==> config.mk <==
export PLATFORM = sky130hd
export DESIGN_NAME = snoop_coh_cluster
export DESIGN_NICKNAME = d
export VERILOG_FILES = /design/src/rtl/coh_pkg.sv /design/src/rtl/coh_mem.sv /design/src/rtl/coh_bus_arb.sv /design/src/rtl/coh_line_ctrl.sv /design/src/rtl/snoop_coh_cluster.sv
export SDC_FILE = /design/constraint.sdc
export NUM_CORES = 1
export LEC_CHECK = 0
export BUFFER_PORTS_ARGS = -buffer_cell sky130_fd_sc_hd__buf_2
export CAP_MARGIN = 40
export CORE_ASPECT_RATIO = 0.8
export CORE_MARGIN = 4
export CORE_UTILIZATION = 25
export CTS_CLUSTER_SIZE = 20
export DETAILED_ROUTE_END_ITERATION = 8
export PLACE_DENSITY = 0.43
export RECOVER_POWER = 100
export SLEW_MARGIN = 20
export SYNTH_ARGS = -nofsm -noshare
export SYNTH_HDL_FRONTEND = slang
export SYNTH_SLANG_ARGS = --single-unit
==> constraint.sdc <==
create_clock -name clk -period 5.4 [get_ports clk]
set_input_delay 0.27 -clock clk [delete_from_list [all_inputs] [get_ports clk]]
set_output_delay 0.27 -clock clk [all_outputs]
set_load 0.03 [all_outputs]
==> src/rtl/coh_pkg.sv <==
package coh_pkg;

  typedef enum logic [1:0] {
    ST_INV   = 2'd0,
    ST_EXCL  = 2'd1,
    ST_SHRD  = 2'd2,
    ST_DIRTY = 2'd3
  } line_st_t;

  typedef enum logic [1:0] {
    BOP_NONE  = 2'd0,
    BOP_READ  = 2'd1,
    BOP_WMISS = 2'd2,
    BOP_INVAL = 2'd3
  } bus_op_t;

  typedef enum logic [1:0] {
    PH_IDLE = 2'd0,
    PH_ADDR = 2'd1,
    PH_RESP = 2'd2
  } bus_ph_t;

  // Power-on memory pattern: word a holds a*17+3
  function automatic logic [31:0] mem_seed(input int a);
    return 32'(a * 17 + 3);
  endfunction

  // State of a snooping copy after the bus operation
  function automatic line_st_t snoop_next(input line_st_t cur, input bus_op_t op);
    case (op)
      BOP_READ:            return (cur == ST_EXCL || cur == ST_DIRTY) ? ST_SHRD : cur;
      BOP_WMISS, BOP_INVAL: return ST_INV;
      default:             return cur;
    endcase
  endfunction

  // Bus operation a processor access needs, given lookup result
  function automatic bus_op_t need_op(input logic hit, input logic we, input line_st_t cur);
    if (!hit)                      return we ? BOP_WMISS : BOP_READ;
    else if (we && cur == ST_SHRD) return BOP_INVAL;
    else                           return BOP_NONE;
  endfunction

  // State the requester installs at the end of its transaction
  function automatic line_st_t fill_state(input bus_op_t op, input logic shared);
    if (op == BOP_READ) return shared ? ST_SHRD : ST_EXCL;
    else                return ST_DIRTY;
  endfunction

endpackage

==> src/rtl/coh_mem.sv <==
module coh_mem #(
  parameter int AW = 4,
  parameter int DW = 8
) (
  input  logic          clk,
  input  logic          rst_n,
  input  logic [AW-1:0] raddr,
  output logic [DW-1:0] rdata,
  input  logic          wa_en,
  input  logic [AW-1:0] wa_addr,
  input  logic [DW-1:0] wa_data,
  input  logic          wb_en,
  input  logic [AW-1:0] wb_addr,
  input  logic [DW-1:0] wb_data
);
  import coh_pkg::*;
  localparam int DEPTH = 1 << AW;

  logic [DW-1:0] mem [DEPTH];

  assign rdata = mem[raddr];

  always_ff @(posedge clk) begin
    if (!rst_n) begin
      for (int i = 0; i < DEPTH; i++) mem[i] <= DW'(mem_seed(i));
    end else begin
      if (wa_en) mem[wa_addr] <= wa_data;
      if (wb_en) mem[wb_addr] <= wb_data;
    end
  end
endmodule

==> src/rtl/coh_bus_arb.sv <==
module coh_bus_arb #(
  parameter int NCPU = 3,
  parameter int AW   = 4,
  parameter int SW   = 2
) (
  input  logic               clk,
  input  logic               rst_n,
  input  logic [NCPU-1:0]    req,
  input  logic [2*NCPU-1:0]  op_flat,
  input  logic [AW*NCPU-1:0] addr_flat,
  output logic               bus_valid,
  output logic               bus_resp,
  output logic               bus_busy,
  output logic [SW-1:0]      own_idx,
  output coh_pkg::bus_op_t   bus_op,
  output logic [AW-1:0]      bus_addr
);
  import coh_pkg::*;

  bus_ph_t       phase;
  logic [SW-1:0] ptr;
  logic          found;
  logic [SW-1:0] pick;

  // Round-robin search starting at ptr
  always_comb begin
    found = 1'b0;
    pick  = '0;
    for (int k = 0; k < NCPU; k++) begin
      int j;
      j = (int'(ptr) + k) % NCPU;
      if (!found && req[j]) begin
        found = 1'b1;
        pick  = SW'(j);
      end
    end
  end

  always_ff @(posedge clk) begin
    if (!rst_n) begin
      phase    <= PH_IDLE;
      ptr      <= '0;
      own_idx  <= '0;
      bus_op   <= BOP_NONE;
      bus_addr <= '0;
    end else begin
      case (phase)
        PH_IDLE: if (found) begin
          own_idx  <= pick;
          bus_op   <= bus_op_t'(op_flat[int'(pick)*2 +: 2]);
          bus_addr <= addr_flat[int'(pick)*AW +: AW];
          phase    <= PH_ADDR;
        end
        PH_ADDR: phase <= PH_RESP;
        default: begin
          phase <= PH_IDLE;
          ptr   <= SW'((int'(own_idx) + 1) % NCPU);
        end
      endcase
    end
  end

  assign bus_valid = (phase == PH_ADDR);
  assign bus_resp  = (phase == PH_RESP);
  assign bus_busy  = bus_valid | bus_resp;
endmodule

==> src/rtl/coh_line_ctrl.sv <==
module coh_line_ctrl #(
  parameter int AW    = 4,
  parameter int DW    = 8,
  parameter int NLINE = 4
) (
  input  logic             clk,
  input  logic             rst_n,
  input  logic             req,
  input  logic             we,
  input  logic [AW-1:0]    addr,
  input  logic [DW-1:0]    wdata,
  output logic             done,
  output logic [DW-1:0]    rdata,
  output logic             bus_req,
  output coh_pkg::bus_op_t want_op,
  input  logic             mine,
  input  logic             bus_valid,
  input  logic             bus_resp,
  input  coh_pkg::bus_op_t bus_op,
  input  logic [AW-1:0]    bus_addr,
  input  logic             shared_in,
  input  logic [DW-1:0]    resp_data,
  output logic             snp_hit,
  output logic             snp_dirty,
  output logic [DW-1:0]    snp_data,
  output logic             vic_we,
  output logic [AW-1:0]    vic_addr,
  output logic [DW-1:0]    vic_data,
  input  logic [AW-1:0]    probe_addr,
  output logic [1:0]       probe_st
);
  import coh_pkg::*;
  localparam int IW = $clog2(NLINE);
  localparam int TW = AW - IW;

  line_st_t      st  [NLINE];
  logic [TW-1:0] tg  [NLINE];
  logic [DW-1:0] dat [NLINE];
  logic          done_q;
  logic [DW-1:0] rdata_q;

  // Processor-side lookup
  logic [IW-1:0] c_idx;
  logic [TW-1:0] c_tag;
  logic          c_hit;
  logic          local_go;
  assign c_idx = addr[IW-1:0];
  assign c_tag = addr[AW-1:IW];
  assign c_hit = (st[c_idx] != ST_INV) && (tg[c_idx] == c_tag);
  assign want_op  = need_op(c_hit, we, st[c_idx]);
  assign bus_req  = req && !done_q && (want_op != BOP_NONE) && !mine;
  assign local_go = req && !done_q && (want_op == BOP_NONE) && !bus_valid;

  // Bus-side lookup (snoop in address cycle, fill in response cycle)
  logic [IW-1:0] s_idx;
  logic [TW-1:0] s_tag;
  logic          s_match;
  logic          fill;
  logic [DW-1:0] fill_data;
  assign s_idx     = bus_addr[IW-1:0];
  assign s_tag     = bus_addr[AW-1:IW];
  assign s_match   = (st[s_idx] != ST_INV) && (tg[s_idx] == s_tag);
  assign snp_hit   = bus_valid && !mine && s_match;
  assign snp_dirty = snp_hit && (st[s_idx] == ST_DIRTY) && (bus_op == BOP_READ);
  assign snp_data  = dat[s_idx];
  assign fill      = mine && bus_resp;
  assign fill_data = (bus_op == BOP_READ) ? resp_data : wdata;

  // A dirty line of another address displaced by the fill
  assign vic_we   = fill && (bus_op != BOP_INVAL) && (st[s_idx] == ST_DIRTY);
  assign vic_addr = {tg[s_idx], s_idx};
  assign vic_data = dat[s_idx];

  // State probe
  logic [IW-1:0] p_idx;
  assign p_idx    = probe_addr[IW-1:0];
  assign probe_st = (st[p_idx] != ST_INV && tg[p_idx] == probe_addr[AW-1:IW]) ? st[p_idx] : ST_INV;

  always_ff @(posedge clk) begin
    if (!rst_n) begin
      for (int i = 0; i < NLINE; i++) begin
        st[i]  <= ST_INV;
        tg[i]  <= '0;
        dat[i] <= '0;
      end
      done_q  <= 1'b0;
      rdata_q <= '0;
    end else begin
      done_q <= 1'b0;
      if (local_go) begin
        done_q <= 1'b1;
        if (we) begin
          st[c_idx]  <= ST_DIRTY;
          dat[c_idx] <= wdata;
          rdata_q    <= wdata;
        end else begin
          rdata_q <= dat[c_idx];
        end
      end
      if (snp_hit) st[s_idx] <= snoop_next(st[s_idx], bus_op);
      if (fill) begin
        st[s_idx]  <= fill_state(bus_op, shared_in);
        tg[s_idx]  <= s_tag;
        dat[s_idx] <= fill_data;
        rdata_q    <= fill_data;
        done_q     <= 1'b1;
      end
    end
  end

  assign done  = done_q;
  assign rdata = rdata_q;
endmodule

==> src/rtl/snoop_coh_cluster.sv <==
module snoop_coh_cluster #(
  parameter int NCPU  = 3,
  parameter int AW    = 4,
  parameter int DW    = 8,
  parameter int NLINE = 4,
  localparam int SW   = (NCPU > 1) ? $clog2(NCPU) : 1
) (
  input  logic               clk,
  input  logic               rst_n,
  input  logic [NCPU-1:0]    cpu_req,
  input  logic [NCPU-1:0]    cpu_we,
  input  logic [NCPU*AW-1:0] cpu_addr,
  input  logic [NCPU*DW-1:0] cpu_wdata,
  output logic [NCPU-1:0]    cpu_done,
  output logic [NCPU*DW-1:0] cpu_rdata,
  output logic               bus_valid,
  output logic [1:0]         bus_op,
  output logic [SW-1:0]      bus_src,
  output logic [AW-1:0]      bus_addr,
  output logic               bus_shared,
  output logic               bus_c2c,
  input  logic [SW-1:0]      probe_cpu,
  input  logic [AW-1:0]      probe_addr,
  output logic [1:0]         probe_state
);
  import coh_pkg::*;

  logic [NCPU-1:0]    bus_req, own_vec, snp_hit, snp_dirty, vic_we;
  logic [2*NCPU-1:0]  op_flat, probe_flat;
  logic [NCPU*DW-1:0] snp_data_flat, vic_data_flat;
  logic [NCPU*AW-1:0] vic_addr_flat;
  logic               bus_resp, bus_busy;
  logic [SW-1:0]      own_idx;
  bus_op_t            cur_op;
  logic [AW-1:0]      cur_addr;

  // Response-cycle registers, loaded in the address cycle
  logic          shared_q, c2c_q, wb_q;
  logic [DW-1:0] sup_q;
  logic [DW-1:0] sup_data, mem_rdata, resp_data;
  logic          vic_any;
  logic [AW-1:0] vic_addr;
  logic [DW-1:0] vic_data;

  coh_bus_arb #(.NCPU(NCPU), .AW(AW), .SW(SW)) u_arb (
    .clk(clk), .rst_n(rst_n), .req(bus_req), .op_flat(op_flat), .addr_flat(cpu_addr),
    .bus_valid(bus_valid), .bus_resp(bus_resp), .bus_busy(bus_busy),
    .own_idx(own_idx), .bus_op(cur_op), .bus_addr(cur_addr)
  );

  for (genvar g = 0; g < NCPU; g++) begin : g_cache
    bus_op_t want;
    assign own_vec[g]        = bus_busy && (own_idx == SW'(g));
    assign op_flat[2*g +: 2] = want;
    coh_line_ctrl #(.AW(AW), .DW(DW), .NLINE(NLINE)) u_ctrl (
      .clk(clk), .rst_n(rst_n),
      .req(cpu_req[g]), .we(cpu_we[g]),
      .addr(cpu_addr[g*AW +: AW]), .wdata(cpu_wdata[g*DW +: DW]),
      .done(cpu_done[g]), .rdata(cpu_rdata[g*DW +: DW]),
      .bus_req(bus_req[g]), .want_op(want), .mine(own_vec[g]),
      .bus_valid(bus_valid), .bus_resp(bus_resp), .bus_op(cur_op), .bus_addr(cur_addr),
      .shared_in(shared_q), .resp_data(resp_data),
      .snp_hit(snp_hit[g]), .snp_dirty(snp_dirty[g]), .snp_data(snp_data_flat[g*DW +: DW]),
      .vic_we(vic_we[g]), .vic_addr(vic_addr_flat[g*AW +: AW]), .vic_data(vic_data_flat[g*DW +: DW]),
      .probe_addr(probe_addr), .probe_st(probe_flat[2*g +: 2])
    );
  end

  // Wired-OR of snoop data and of the single requester's victim
  always_comb begin
    sup_data = '0;
    vic_any  = 1'b0;
    vic_addr = '0;
    vic_data = '0;
    for (int i = 0; i < NCPU; i++) begin
      if (snp_hit[i]) sup_data = sup_data | snp_data_flat[i*DW +: DW];
      if (vic_we[i]) begin
        vic_any  = 1'b1;
        vic_addr = vic_addr | vic_addr_flat[i*AW +: AW];
        vic_data = vic_data | vic_data_flat[i*DW +: DW];
      end
    end
  end

  always_ff @(posedge clk) begin
    if (!rst_n) begin
      shared_q <= 1'b0;
      c2c_q    <= 1'b0;
      wb_q     <= 1'b0;
      sup_q    <= '0;
    end else if (bus_valid) begin
      shared_q <= |snp_hit;
      c2c_q    <= (|snp_hit) && (cur_op == BOP_READ);
      wb_q     <= |snp_dirty;
      sup_q    <= sup_data;
    end
  end

  // Memory answers only once the shared status is known
  assign resp_data = c2c_q ? sup_q : mem_rdata;

  coh_mem #(.AW(AW), .DW(DW)) u_mem (
    .clk(clk), .rst_n(rst_n), .raddr(cur_addr), .rdata(mem_rdata),
    .wa_en(bus_resp && wb_q), .wa_addr(cur_addr), .wa_data(sup_q),
    .wb_en(vic_any), .wb_addr(vic_addr), .wb_data(vic_data)
  );

  assign bus_op      = cur_op;
  assign bus_src     = own_idx;
  assign bus_addr    = cur_addr;
  assign bus_shared  = bus_resp && shared_q;
  assign bus_c2c     = bus_resp && c2c_q;
  assign probe_state = (int'(probe_cpu) < NCPU) ? probe_flat[int'(probe_cpu)*2 +: 2] : 2'd0;
endmodule

# Word level (Yosys, flattened, before mapping)
# Memories as Yosys holds them, arrays and structs flattened. A register that Yosys moved wholly into a read port is not among the register bits.
# Cells that the tools add are included.
word_totals:
  register_bits: 50
  ram_bits: 272
  input_bits: 50
  output_inout_bits: 40
  elab_cells: 379
  memories: 10
memory_table:
  columns: ["memory", "depth", "width", "rd", "rd_ports_with_merged_regs", "wr", "line", "text"]
  rows:
  - ["u_mem.mem", 16, 8, 1, 1, 16, "coh_mem.sv:19", "logic [DW-1:0] mem [DEPTH];"]
  - ["g_cache[0].u_ctrl.dat", 4, 8, 2, 1, 4, "coh_line_ctrl.sv:38", "logic [DW-1:0] dat [NLINE];"]
  - ["g_cache[1].u_ctrl.dat", 4, 8, 2, 1, 4, "coh_line_ctrl.sv:38", null]
  - ["g_cache[2].u_ctrl.dat", 4, 8, 2, 1, 4, "coh_line_ctrl.sv:38", null]
  - ["g_cache[0].u_ctrl.st", 4, 2, 3, 1, 4, "coh_line_ctrl.sv:36", "line_st_t st [NLINE];"]
  - ["g_cache[0].u_ctrl.tg", 4, 2, 3, 1, 4, "coh_line_ctrl.sv:37", "logic [TW-1:0] tg [NLINE];"]
  - ["4 more memories", null, null, null, null, null, null, null]
op_classes:
  add_sub_neg: 3
  div_mod_pow: 4
  n_lt_le_gt_ge: 4
  n_eq_ne: 27
  shift: 3
  n_mux: 192
  n_bitwise: 10
  n_reduce_logical: 111
ops:
  columns: ["cell", "n"]
  rows:
  - ["8-bit 2-to-1 mux", 27]
  - ["2-bit 2-to-1 mux", 79]
  - ["32-bit by 4-bit less-than comparator with 1-bit output, second input constant", 3]
  - ["32-bit by 3-bit modulo with 32-bit output, second input constant", 3]
  - ["1-bit 2-to-1 mux", 72]
  - ["8-bit OR reduction", 8]
  - ["1-bit logical AND", 57]
  - ["3-bit by 3-bit modulo with 32-bit output, second input constant", 1]
  - ["8-bit bitwise OR", 4]
  - ["2-bit nonzero test", 15]
  - ["4-bit 2-to-1 mux", 7]
  - ["2-bit OR reduction", 11]
  - ["2-bit equality test, second input constant", 10]
  - ["2-bit equality test", 9]
  - ["2-bit case mux with 2 select lines", 4]
  - ["2-bit by 1-bit equality test with 1-bit output, second input constant", 6]
  - ["12-bit by 5-bit indexed part select with 4-bit output", 1]
  - ["6-bit by 4-bit indexed part select with 2-bit output", 2]
  - ["2-bit logical NOT", 5]
  - ["1-bit logical NOT", 9]
  - ["4-bit bitwise OR", 2]
  - ["2-bit by 1-bit adder with 3-bit output, second input constant", 2]
  - ["1-bit binary-select mux with 2-bit select", 3]
  - ["3-bit OR reduction", 2]
  - ["7 further kinds", 12]

# Longest topological paths before layout
# Gate-level depths: netlist (run 1).
# An unclocked memory read counts as a cell.
depth:
  depth_word: 21
  ltp_mapped: 13
  mapped_depth_nobuf: 9

# Hierarchy
# Synthesis (run 1) repeated with hierarchy kept, for this count alone.
unflattened:
  cells_unflattened: 1852
  hier_area_um2: 20825.0
by_module_without_submodules:
  columns: ["mod", "instances", "cells_per_inst", "area_each_um2", "seq_area_each_um2"]
  rows:
  - ["coh_mem", 1, 584, 7307.0, 3843.7]
  - ["coh_line_ctrl (g_cache[0].u_ctrl)", 1, 353, 3883.7, 1621.6]
  - ["coh_line_ctrl (g_cache[2].u_ctrl)", 1, 344, 3839.9, 1621.6]
  - ["coh_line_ctrl (g_cache[1].u_ctrl)", 1, 334, 3792.4, 1621.6]
  - ["coh_bus_arb", 1, 138, 1149.9, 240.2]
  - ["snoop_coh_cluster", 1, 99, 852.1, 220.2]

# Worst setup path before layout (run 1)
# No wires, ideal clock.
synth_timing:
  path_kind: "register -> register"
  start: "register u_arb.phase[1]"
  end: "memory u_mem.mem[7][0] (enable)"
  setup_time_ns: 0.328
  arrival_ns: 2.807
  t_required_ns: 5.072
  path_slack_ns: 2.264
  path_stages_with_launch: 14
  path_buffers: 4
  synth_period_minus_slack_ns: 3.136
  cell_sequence: "dfxtp_1 inv_1 ha_1 clkbuf_1 and3_1 and4_1 buf_1 a22oi_2 nand2_1 buf_4 nand3_1 nor3_1 buf_2 or3_1"
synth_lines:
  columns: ["item", "line", "text"]
  rows:
  - ["start, declared", "coh_bus_arb.sv:20", "bus_ph_t phase;"]
  - ["start signal, assigned", "coh_bus_arb.sv:41", "phase <= PH_IDLE;"]
  - ["start signal, assigned", "coh_bus_arb.sv:52", "phase <= PH_ADDR;"]
  - ["start signal, assigned", "coh_bus_arb.sv:54", "PH_ADDR: phase <= PH_RESP;"]
  - ["end, declared", "coh_mem.sv:19", null]

==> metrics, run 1 <==
outcome finished clean; area of the core 77080 µm²; vias per cell 5.488; Post-Syn Nets 1792; Tcrit/Tclk final 83.53%; H-tree depth 2; Non-Filler Instances 2854; port bufs 89; Reg clk slew, reported paths 60 ps; biggest cell delay along the critical path 1050 ps; Hold Fails Final Rpt 0; R2R cell count 9; CTS tree built; r2r setup slk 890 ps; Hold Path Depth 2; Final Max Slew Viols 0; vias in the first global route 14.96k; dpl hpwl 56200 µm; CTS buffer count 40; Avg Cell Area, Syn 11.22 µm²; RSZ-0062 raised after global routing no; Reg-to-Reg End u_mem.mem[8][0]; Leakage 7.399 nW; Routed Antenna Nets 0; Layout area overhead 14.25%; worst path required time 5640 ps; most frequent cells in the layout 272 x edfxtp_1, 209 x nand2_1, 136 x nor2_1; # DRC 0; fin crit period 4511 ps; RD Place Congestion 0.8930; synth warn 0; vias 15.66k; Syn Std Cell Area 19440 µm²; Post-CTS Setup Inserts 0; Resized cells post-CTS 0; largest net degree at the start of global routing 38; MaxCap Viol Count 0; worst slew pin tran 1225 ps; final core utilization 28.82%; crit path max fanout 13; Initial Utilization 25.23%; nets@finish 1859; placed cell count 2777; clock root buffer master clkbuf_16; Crit path max-delay family simple AND/OR/NAND/NOR gates; 1st-pass router iterations 5; post-synthesis register bit count 326; Die Width 319.8 µm; worst endpoint data arrival time 4750 ps; critical path endpoint category flop; share of post-route cells with drive strength above 1 16.66%; Fin Setup TNS 0 ps; slew margin rel. 18.32%; leading register cell type out of synthesis edfxtp_1; Max Freq 0.2217 GHz; Sinks on Clock Net 326; R2R Path Start u_arb.phase[1]; clock tree buffer depth 3; most common cell after layout, fill and taps aside edfxtp_1; Max Clock Skew 36.53 ps; Startpoint Class flop; worst-skew pair later-pin latency 580 ps; # setup viols final 0; total grt overflow 0; Total Wirelength 79200 µm; slowest cell on the critical path nor4b_2; WHS Endpoint g_cache[0].u_ctrl.dat[2][4]; initial antenna violation count 1; Antenna Cells 0; power per cell area 368.9 nW/µm²; Post-synth ARST share 0%; # IOs 90; cell count after synthesis 1733; critical-path cell list inv_1 > ha_1 > clkbuf_1 > and3_1 > and4_1 > a22oi_1 > nand2_1 > nor4b_2 > or3_1; Post-synth EDFFs 272; die height 257.4 µm; Hold Path Class in2reg; register area share after synthesis 47.56%; drt wl/cell 27.75 µm; hold_sp cpu_wdata[4]; first-pass GRT wire length 112100 µm; crit path buf inv count 2; Tot GR Track Use 18.63%; Worst Path Class, Setup reg2reg; synth unique cells 70; DIE AREA 82330 µm²; Cell Rows 91; Initial DRC Count 1882; cts hold-fix bufs 0; worst vdd ir 0.2741 mV; worst hold slack 63.69 ps
-- logic make-up (layout without fill, tap and decap cells) --
group / Yosys count / count (layout) / share of synthesized area [%]
simple gates: 621 / 621 / 15.27
fa+ha+maj: 9 / 9 / 0.5791
flops: 326 / 326 / 47.56
mux: 219 / 219 / 19.25
buf+inv: 171 / 269 / 3.803
xor+xnor: 20 / 20 / 0.9780
compound gates: 367 / 367 / 12.55
-- Yosys cell counts (all sizes together), types with 5 or more instances --
library cell / n / area [µm²]
a21oi: 93 / 499.2
a22oi: 10 / 80.07
edfxtp: 272 / 8168
ha: 9 / 112.6
nand2b: 13 / 81.33
nand2: 209 / 787.0
and4: 5 / 46.29
dfxtp: 54 / 1081
and3: 8 / 50.05
o211a: 24 / 240.2
or3: 15 / 93.84
xnor2: 10 / 102.6
o32ai: 5 / 43.79
o2bb2ai: 32 / 280.3
nand3b: 8 / 60.06
mux4: 124 / 2793
or2: 10 / 62.56
o21bai: 7 / 52.55
o31ai: 9 / 81.33
a211oi: 8 / 60.06
clkbuf: 95 / 356.6
inv: 18 / 67.56
nor2b: 20 / 125.1
nand3: 129 / 665.6
nor3: 42 / 225.2
o21a: 33 / 247.7
buf: 55 / 304.0
a22o: 7 / 61.31
o22ai: 19 / 118.9
o211ai: 6 / 45.04
o21ai: 96 / 480.5
xor2: 10 / 87.58
and2: 5 / 31.28
nor2: 136 / 510.5
mux2i: 95 / 950.9
-- sequential cells by signal, summed over array words and instances, names as in the netlist, 2 cells and up, named ones only --
signal	count
g_cache.u_ctrl.done	3
u_arb.bus_addr	4
u_arb.own_idx	2
g_cache.u_ctrl.rdata	24
u_arb.bus_op	2
sup_q	8
u_mem.mem	128
g_cache.u_ctrl.dat	96
u_arb.ptr	2
g_cache.u_ctrl.tg	24
g_cache.u_ctrl.st	24
u_arb.phase	2
-- cell type report --
type / instances / area, µm²
timing repair buffer: 175 / 929.6
clock inverter: 22 / 187.7
sequential: 326 / 9254
clock buffer: 51 / 1084
fill: 7998 / 54870
multi-input combinational: 1236 / 9403
inverter: 21 / 78.83
tap: 1023 / 1280
-- worst max path at each step --
stage	startpoint	to	slack (ps)	depth (start not counted)
floorplan	u_arb.phase[1]	u_mem.mem[7][0]	2260	13
global placement	flop	u_mem.mem[9][3]	1390	8
detailed placement	flop	u_mem.mem[8][0]	1400	6
CTS	flop	u_mem.mem[8][0]	1390	6
global route	u_arb.phase[1]	u_mem.mem[8][0]	640	9
finish	u_arb.phase[1]	u_mem.mem[8][0]	890	9
-- worst register-to-register path: cells and delay by family (launching register included) --
family | cells | cell delay, ps
and+or+nand+nor | 5 | 2900
DFF | 1 | 380
buffers and inverters | 2 | 380
AOI/OAI and AO/OA | 1 | 280
adders and majority gates | 1 | 270
-- through the flow --
| stage | total power [mW] | setup WS, ps | cell area, µm² |
|---|---|---|---|
| final | 8.196 | 889.3 | 22220 |
| after global routing | 8.471 | 642.6 | 22220 |
| after CTS | 8.226 | 1386 | 22430 |
| after detailed placement | 5.530 | 1404 | 21160 |
| after global placement | 5.526 | 1393 | 21090 |
| after floorplan | 4.498 | 2264 | 19440 |
-- metal layers --
layer,track usage (%),share of wire (%)
met1,28.63,47
met2,25.53,41
met3,5.103,11
met4,4.570,2.2
met5,0,0
-- power by group --
group	internal (mW)	switching (mW)	total [mW]
Combinational	0.764	1.67	2.44
Clock	1.56	1.13	2.69
Sequential	2.88	0.188	3.06
Note: power is estimated with default switching activity, not from simulation.
==> run 2, diff against run 1 <==
Settings changed: ABC_AREA set to 1.
Clock period 5.4 ns to 4.5 ns, I/O delays scaled along.
==> metrics, run 2 <==
outcome finished with violations; failing checks capacitance limit, slew limit; clock root buffer master clkbuf_16; Die Width 323.2 µm; area of the core 78740 µm²; Max Freq 0.2388 GHz; Resized cells post-CTS 0; Cell Rows 92; Layout area overhead 14.89%; DIE AREA 84100 µm²; Largest regs u_mem.mem: 128 flops, g_cache.u_ctrl.dat: 96 flops; dpl hpwl 63820 µm; Largest Register u_mem.mem; most common cell after layout, fill and taps aside o21ai_0; register area share after synthesis 46.54%; CTS buffer count 41; Initial Utilization 25.24%; drt wl/cell 23.75 µm; placed cell count 3572; Max Clock Skew 31.17 ps; Tcrit/Tclk final 93.04%; 1st-pass router iterations 8; synth unique cells 49; crit path max fanout 10; Avg Cell Area, Syn 7.931 µm²; power per cell area 478.1 nW/µm²; first-pass GRT wire length 125600 µm; Post-Syn Nets 2565; # IOs 90; slew margin rel. -1.245%; total grt overflow 0; top-count cell post-synth o21ai_0; die height 260.2 µm; global routing's busiest layer met1; # DRC 0; Final Max Slew Viols 37; nets@finish 2647; clock tree buffer depth 3; worst slew pin tran 1519 ps; Sinks on Clock Net 326; RD Place Congestion 0.9136; Post-synth EDFFs 272; Non-Filler Instances 3655; post-synthesis register bit count 326; vias in the first global route 18.23k; most frequent cells in the layout 456 x o21ai_0, 364 x nand2_1, 272 x edfxtp_1; CTS tree built; worst endpoint data arrival time 4460 ps; RSZ-0062 raised after global routing no; synth warn 0; Tot GR Track Use 20.17%; # setup viols final 0; cell count after synthesis 2506; Worst Path Class, Setup reg2reg; port bufs 89; worst hold slack 32.48 ps; Hold Fails Final Rpt 0; Startpoint Class flop; Syn Std Cell Area 19870 µm²; Reg clk slew, reported paths 60 ps; largest net degree at the start of global routing 70; met2 usage 27.51%; Initial DRC Count 2444; Hold Path Class in2reg; Leakage 7.974 nW; Largest register FFs 128; worst path required time 4770 ps; Post-synth ARST share 0%; post-synth top area share 41.10%; worst-skew pair later-pin latency 570 ps; Routed Antenna Nets 0; share of post-route cells with drive strength above 1 9.275%; worst vdd ir 0.2246 mV; critical path endpoint category flop; vias 19.49k; MaxCap Viol Count 1; leading register cell type out of synthesis edfxtp_1; top post-synthesis cells by area edfxtp_1 41%, o21ai_0 10%, nand2_1 6.8%; fin crit period 4187 ps; met1 Use GR 31.41%; met3 usage 4.653%; initial antenna violation count 2; Total Wirelength 86820 µm; vias per cell 5.333; Fin Setup TNS 0 ps; most frequent cells after synthesis 402 x o21ai_0, 360 x nand2_1, 272 x edfxtp_1, 253 x nor2_1, 250 x inv_1; H-tree depth 2; cell taking the most area after synthesis edfxtp_1
==> run 2: changes by cell type in the layout (fill, tap and decap cells not counted), moves of 26 or more <==
cell       before  now
nand3_1       127  240
o21ai_1         0   29
o21ai_0        96  456
nand2_1       209  364
o221ai_1        2   34
nor3_1         40    3
o21a_1         33    0
o31ai_1         8   34
a21oi_1        90  133
o2bb2ai_1      32    0
inv_1          18  254
mux2i_1        95    0
mux4_2        124    0
nor2_1        136  259
==> run 2: critical path, stage by stage (launching register included) <==
cell,delay (ps)
dfxtp_1,370
inv_1,90
ha_1,310
nand2_1,80
nor2_1,220
clkbuf_1,680
inv_2,330
nor2_1,300
inv_1,260
nor2_1,140
buf_4,220
inv_1,160
nand3_1,500
o21ai_0,210
==> run 2: through the flow <==
step           cell area (µm²)  utilization, %  total power, mW  worst slack, ps
4_1_cts                  23050           29.27            10.97            580.3
2_1_floorplan            19870               -            5.890             1734
6_report                 22830           29.00            10.92            313.2
5_1_grt                  22830           29.00            11.41            167.3
3_5_place_dp             21600           27.44            7.522            598.0
3_3_place_gp             21600           27.44            7.539            615.4
==> run 2: kinds of logic after synthesis <==
group                    count (synthesis)  share of synthesized area [%]
AND/OR/NAND/NOR                        928                          20.73
AO/OA/AOI/OAI                          802                          22.83
buffers and inverters                  431                          8.902
flip-flops                             326                          46.54
XOR/XNOR                                10                         0.4407
adder cells (fa/ha/maj)                  9                         0.5666
==> run 2: timing repair <==
action / in CTS / in global routing
hold buffers: 7 / 0
hold endpoints to repair: 7 / 0
setup buffers: 0 / 0
==> run 2: area by class of cell <==
class	count	area [µm²]
fill	8561	55900
sequential	326	9254
multi-input combinational	1749	8800
tap	1034	1294
clock buffer	58	1224
inverter	285	1075
timing repair buffer	185	1037
clock inverter	17	147.6
antenna	1	2.502
==> run 2: worst paths after layout <==
kind | start | to | slack [ps] | depth (start not counted)
hold / removal | cpu_wdata[17] | g_cache[2].u_ctrl.dat[3][1] | 30 | 3
hold reg to reg | wb_q | wb_q | 470 | 2
setup reg to reg | u_arb.phase[1] | g_cache[2].u_ctrl.st[2][0] | 310 | 13
setup / recovery | u_arb.phase[1] | g_cache[2].u_ctrl.st[2][0] | 310 | 13
==> run 2: per-layer routing <==
metal  vias up  part of all wire, %
li1       8982                    -
met1      9409                   48
met2       991                   39
met3       110                   10
met4         0                  2.2
met5         -                    0
==> run 2: report_power, final <==
part / total, mW / internal, mW / switching, mW / leakage, nW
Clock: 3.43 / 2.01 / 1.41 / 0.673
Combinational: 3.74 / 0.864 / 2.88 / 4.27
Sequential: 3.75 / 3.46 / 0.287 / 3.03
